## src/rtl/ovb_pkg.sv

```systemverilog
package ovb_pkg;

  typedef enum logic {
    FMT_OFS64 = 1'b0,
    FMT_TWOS  = 1'b1
  } tfmt_e;

  typedef enum logic [1:0] {
    ACT_HOLD = 2'd0,
    ACT_SET  = 2'd1,
    ACT_CLR  = 2'd2
  } trip_act_e;

endpackage

```

## src/rtl/ovb_chan.sv

```systemverilog
module ovb_chan
  import ovb_pkg::*;
#(
  parameter int TW = 8,
  parameter int HW = 4
) (
  input  logic          clk_i,
  input  logic          rst_ni,
  input  tfmt_e         fmt_i,
  input  logic [TW-1:0] temp_i,
  input  logic          vld_i,
  input  logic [TW-1:0] limit_i,
  input  logic [HW-1:0] hyst_i,
  output logic          armed_o,
  output logic          trip_o
);

  // flipping the sign bit maps signed codes onto the unsigned order
  localparam logic [TW-1:0] SIGN_FLIP = {1'b1, {(TW-1){1'b0}}};

  logic [TW-1:0] temp_key, lim_key, hyst_ext, rel_key;
  trip_act_e     act;
  logic          trip_q;

  always_comb begin
    temp_key = (fmt_i == FMT_TWOS) ? (temp_i ^ SIGN_FLIP) : temp_i;
    lim_key  = (fmt_i == FMT_TWOS) ? (limit_i ^ SIGN_FLIP) : limit_i;
    hyst_ext = TW'(hyst_i);
    // saturate release at the lowest code (key 0)
    rel_key  = (lim_key >= hyst_ext) ? (lim_key - hyst_ext) : '0;
    armed_o  = (lim_key != '0);
  end

  always_comb begin
    if (!armed_o)                act = ACT_CLR;
    else if (temp_key > lim_key) act = ACT_SET;
    else if (temp_key < rel_key) act = ACT_CLR;
    else                         act = ACT_HOLD;
  end

  always_ff @(posedge clk_i or negedge rst_ni) begin
    if (!rst_ni) begin
      trip_q <= 1'b0;
    end else if (vld_i) begin
      case (act)
        ACT_SET: trip_q <= 1'b1;
        ACT_CLR: trip_q <= 1'b0;
        default: trip_q <= trip_q;
      endcase
    end
  end

  assign trip_o = trip_q;

endmodule

```

## src/rtl/ovb_duty_sel.sv

```systemverilog
module ovb_duty_sel #(
  parameter int DW = 8
) (
  input  logic          boost_i,
  input  logic [DW-1:0] req_i,
  input  logic [DW-1:0] max_i,
  output logic [DW-1:0] duty_o
);

  assign duty_o = boost_i ? max_i : req_i;

endmodule

```

## src/rtl/ovb_top.sv

```systemverilog
module ovb_top
  import ovb_pkg::*;
#(
  parameter int NUM_CH  = 3,
  parameter int NUM_FAN = 3,
  parameter int TW      = 8,
  parameter int HW      = 4,
  parameter int DW      = 8
) (
  input  logic                  clk_i,
  input  logic                  rst_ni,
  input  logic                  fmt_twos_i,
  input  logic                  boost_dis_i,
  input  logic [NUM_CH-1:0]     ch_mask_i,
  input  logic [NUM_CH*TW-1:0]  temp_i,
  input  logic [NUM_CH-1:0]     temp_vld_i,
  input  logic [NUM_CH*TW-1:0]  limit_i,
  input  logic [NUM_CH*HW-1:0]  hyst_i,
  input  logic [NUM_FAN*DW-1:0] duty_req_i,
  input  logic [NUM_FAN*DW-1:0] duty_max_i,
  output logic [NUM_FAN*DW-1:0] duty_o,
  output logic [NUM_CH-1:0]     trip_o
);

  tfmt_e             fmt;
  logic [NUM_CH-1:0] armed;
  logic              boost;

  assign fmt = tfmt_e'(fmt_twos_i);

  for (genvar c = 0; c < NUM_CH; c++) begin : g_ch
    ovb_chan #(.TW(TW), .HW(HW)) u_chan (
      .clk_i   (clk_i),
      .rst_ni  (rst_ni),
      .fmt_i   (fmt),
      .temp_i  (temp_i[c*TW +: TW]),
      .vld_i   (temp_vld_i[c]),
      .limit_i (limit_i[c*TW +: TW]),
      .hyst_i  (hyst_i[c*HW +: HW]),
      .armed_o (armed[c]),
      .trip_o  (trip_o[c])
    );
  end

  assign boost = !boost_dis_i && |(trip_o & armed & ~ch_mask_i);

  for (genvar k = 0; k < NUM_FAN; k++) begin : g_fan
    ovb_duty_sel #(.DW(DW)) u_sel (
      .boost_i (boost),
      .req_i   (duty_req_i[k*DW +: DW]),
      .max_i   (duty_max_i[k*DW +: DW]),
      .duty_o  (duty_o[k*DW +: DW])
    );
  end

endmodule

```

## config.mk

```make
export PLATFORM = sky130hd
export DESIGN_NAME = ovb_top
export DESIGN_NICKNAME = d
export VERILOG_FILES = /design/src/rtl/ovb_pkg.sv /design/src/rtl/ovb_chan.sv /design/src/rtl/ovb_duty_sel.sv /design/src/rtl/ovb_top.sv
export SDC_FILE = /design/constraint.sdc
export NUM_CORES = 1
export LEC_CHECK = 0
export CELL_PAD_IN_SITES_DETAIL_PLACEMENT = 1
export CELL_PAD_IN_SITES_GLOBAL_PLACEMENT = 2
export CORE_UTILIZATION = 38
export DETAILED_ROUTE_END_ITERATION = 10
export DONT_BUFFER_PORTS = 1
export GPL_TIMING_DRIVEN = 1
export PLACE_DENSITY = 0.88
export SLEW_MARGIN = 20
export SYNTH_ARGS = -nofsm -noshare
export SYNTH_HDL_FRONTEND = slang
export SYNTH_SLANG_ARGS = --single-unit
```

## constraint.sdc

```tcl
create_clock -name clk_i -period 3.16 [get_ports clk_i]
set_input_delay 0.632 -clock clk_i [delete_from_list [all_inputs] [get_ports clk_i]]
set_output_delay 0.632 -clock clk_i [all_outputs]
set_load 0.005 [all_outputs]
```

==> flow_summary.yaml <==
outcome:
  status: "complete, no violations"
placement:
  gp_congestion: 0.8062
  count_of_port_buffers_added_during_placement: 0
  dp.cells: 429
  dp.final_hpwl_um: 6985
sta:
  post-route-period-util: 0.9898
  drv_slew: 0
  maxClockFrequency_ghz: 0.3197
  final-hold-violation-count: 0
  tns_ps: 0
  final.setup_skew_ps: 0
  finalWorstPathRequiredPeriod_ps: 3128
  report.final.setup_viol: 0
  grt_setup_unrepaired: "yes"
  slew_headroom: 0.6187
  tightestPinTransition_ps: 566.8
floorplanning:
  floorplan.die_area_sq_um: 7262
  chipHeight_um: 85.22
  floorplan.initialDensity: 0.4029
  placementRows: 29
  floorplan.core_area_sq_um: 6531
  chipWidth_um: 85.22
  pin_count: 145
global_routing:
  grt_first_pass_wirelength_um: 12280
  gr-total-overflow: 0
  vias_in_the_first_global_route: 2726
  grt_use_total: 0.2090
  grt_start_max_net_pins: 25
  antenna_found_initial: 0
layout:
  finish.cell_count_without_fillers: 438
  area.growth.synth_to_final_pct: 29.48
  layout_commonest_cell: "sky130_fd_sc_hd__ha_1"
  nets_final: 543
  largest_register_ff_count: 3
  antenna_cells: 0
  post_route_cells_drive_above_1_share: 0.3684
  highest_count_cells_in_the_layout_ignoring_fill_and_taps: "51 x sky130_fd_sc_hd__ha_1, 39 x sky130_fd_sc_hd__inv_1, 39 x sky130_fd_sc_hd__buf_4"
  finalCoreUtilization: 0.5216
cts:
  cts_htree_levels: 1
  clockRootBuffer: "sky130_fd_sc_hd__clkbuf_8"
  clkSinkCount: 3
  cts_hold_buffers: 0
  cts_inserted_buffers: 3
  clk_pin_slew_ps: 30
  cts_max_path_buffers: 2
  worstSkewPairLatency_ps: 220
  clock_tree_from_tritoncts: "built"
worst_setup_path:
  worstPathRequired_ps: 3260
  cp_max_fo: 4
  worstPathArrival_ps: 3230
  timing.critical_path.from_type: "input pin"
  timing.setup.critical_path_class: "input pin to register"
  worst_setup_path_end_kind: "register"
yosys:
  ys_top_cells_by_area: "sky130_fd_sc_hd__ha_1 29%, sky130_fd_sc_hd__mux2_4 11%, sky130_fd_sc_hd__inv_1 6.0%"
  syn-cell-area_sq_um: 2631
  post_synth_mux_area_share: 0.1312
  async_flop_share: 1.000
  syn-mean-instance-area_sq_um: 8.121
  synth_top_family_by_area: "adder cells"
  share_of_the_synthesized_area_in_compound_gates_ao_oa_aoi_oai: 0.1859
  synth_cell_types: 42
  number_of_standard_cells_after_synthesis: 324
  synth_adder_area_share: 0.3081
  post_synth_xor_area_fraction: 0.04137
  yosys_warnings: 0
  mappedNetlistNets: 505
  top_reg_cell_synth: "sky130_fd_sc_hd__dfrtp_1"
  synthDominantCellAreaShare: 0.2853
  synth_seq_area_share: 0.02853
  synth_simple_gate_area_frac: 0.2235
  synth.largest_area_cell: "sky130_fd_sc_hd__ha_1"
  ys_ff_latch: 3
  synth-edff-count: 0
drt:
  drt.antenna.violating_nets: 0
  count_of_vias_placed_by_the_detailed_router: 2560
  detailedRoute.firstPassIterationCount: 4
  drt-initial-drc-count: 27
  detail_route.wl_per_cell_um: 17.89
  totalWireLength_um: 7834
  drcViolationCount: 0
  per_cell_via_count_in_the_routed_design: 5.845
hold_path:
  timing.hold.worst.class: "input pin to asynchronous set/reset pin"
power:
  pwr_density_cell_nw_per_um2: 300.9
  static_leakage_power_nw: 1.602
  max-vdd-ir-drop_uv: 209.6
job:
  cap_violations: 0
## final timing paths
path | slack, ps | cells after the start | end | startpoint
worst max-delay path | 30 | 15 | g_ch[0].u_chan.trip_o | limit_i[0]
worst min register to register | 590 | 2 | g_ch[0].u_chan.trip_o | g_ch[0].u_chan.trip_o
worst max register to register | 2450 | 2 | g_ch[2].u_chan.trip_o | g_ch[2].u_chan.trip_o
max in group asynchronous | 2980 | 0 | g_ch[2].u_chan.trip_o | rst_ni
min in group clk_i | 550 | 2 | g_ch[1].u_chan.trip_o | temp_vld_i[1]
worst min-delay path | 110 | 0 | g_ch[0].u_chan.trip_o | rst_ni
## repair_timing
item,CTS,global route
pin swaps,8,25
resized for setup,13,30
hold endpoints to repair,0,0
setup endpoints to repair,3,3
setup buffers,0,5
## kinds of logic after synthesis
| group | Yosys count |
|---|---|
| multiplexers | 24 |
| adder cells (fa/ha/maj) | 63 |
| flip-flops | 3 |
| AO/OA/AOI/OAI | 77 |
| buffers and inverters | 48 |
| AND/OR/NAND/NOR | 103 |
| XOR/XNOR | 6 |
## routing by layer
layer / wire, um / vias up / GRT usage
li1: - / 1272 / -
met1: 3272 / 1182 / 0.2556
met2: 3982 / 95 / 0.3842
met3: 492 / 11 / 0.04086
met4: 87 / 0 / 0.03082
met5: 0 / - / 0
## critical path, cell delays in order
cell and delay, ps:
sky130_fd_sc_hd__inv_8 10, sky130_fd_sc_hd__ha_4 150, sky130_fd_sc_hd__fa_2 360, sky130_fd_sc_hd__nand2b_4 170, sky130_fd_sc_hd__a21oi_4 150, sky130_fd_sc_hd__nand2b_4 160, sky130_fd_sc_hd__nand2b_1 70, sky130_fd_sc_hd__ha_1 290
sky130_fd_sc_hd__nand3_2 90, sky130_fd_sc_hd__or3_1 320, sky130_fd_sc_hd__a31oi_1 200, sky130_fd_sc_hd__o41ai_2 90, sky130_fd_sc_hd__ha_1 330, sky130_fd_sc_hd__o21ai_2 130, sky130_fd_sc_hd__o31ai_1 80
## cells in the mapped netlist, types with 4 or more instances
library cell / number
sky130_fd_sc_hd__a21boi_0: 4
sky130_fd_sc_hd__a21o_1: 4
sky130_fd_sc_hd__a21oi_1: 21
sky130_fd_sc_hd__ha_1: 60
sky130_fd_sc_hd__inv_1: 42
sky130_fd_sc_hd__mux2_2: 4
sky130_fd_sc_hd__mux2_4: 20
sky130_fd_sc_hd__nand2_1: 12
sky130_fd_sc_hd__nand2b_1: 13
sky130_fd_sc_hd__nand3_1: 13
sky130_fd_sc_hd__nand3_2: 5
sky130_fd_sc_hd__nand4_1: 7
sky130_fd_sc_hd__nor2_1: 20
sky130_fd_sc_hd__nor2b_1: 6
sky130_fd_sc_hd__nor3_1: 5
sky130_fd_sc_hd__nor4_1: 6
sky130_fd_sc_hd__o21ai_0: 19
sky130_fd_sc_hd__o31a_1: 5
sky130_fd_sc_hd__o31ai_1: 5
## stage by stage
stage	worst slack, ps	hold slack, ps	power (mW)	instance area (sq um)
2_1_floorplan	-128.7	336.4	0.6817	2820
3_3_place_gp	-318.6	336.6	0.7864	3115
3_5_place_dp	-513.5	336.6	0.8137	3115
4_1_cts	4.966	106.6	0.9513	3198
5_1_grt	-84.84	100.3	1.122	3407
6_report	32.37	110.1	1.025	3407
## report_power, final
part | leakage, nW | switching (mW) | internal (mW)
Sequential | 0.0353 | 0.0327 | 0.0587
Clock | 0.0228 | 0.0270 | 0.0862
Combinational | 1.54 | 0.376 | 0.444
## area by class of cell
type / instances / area (sq um)
Clock buffer: 4 / 45.04
Fill cell: 787 / 3124
Inverter: 42 / 180.2
Multi-Input combinational cell: 273 / 2718
Sequential cell: 3 / 75.07
Tap cell: 77 / 96.34
Timing Repair Buffer: 39 / 292.8
Power figures use the tool's default switching activity.
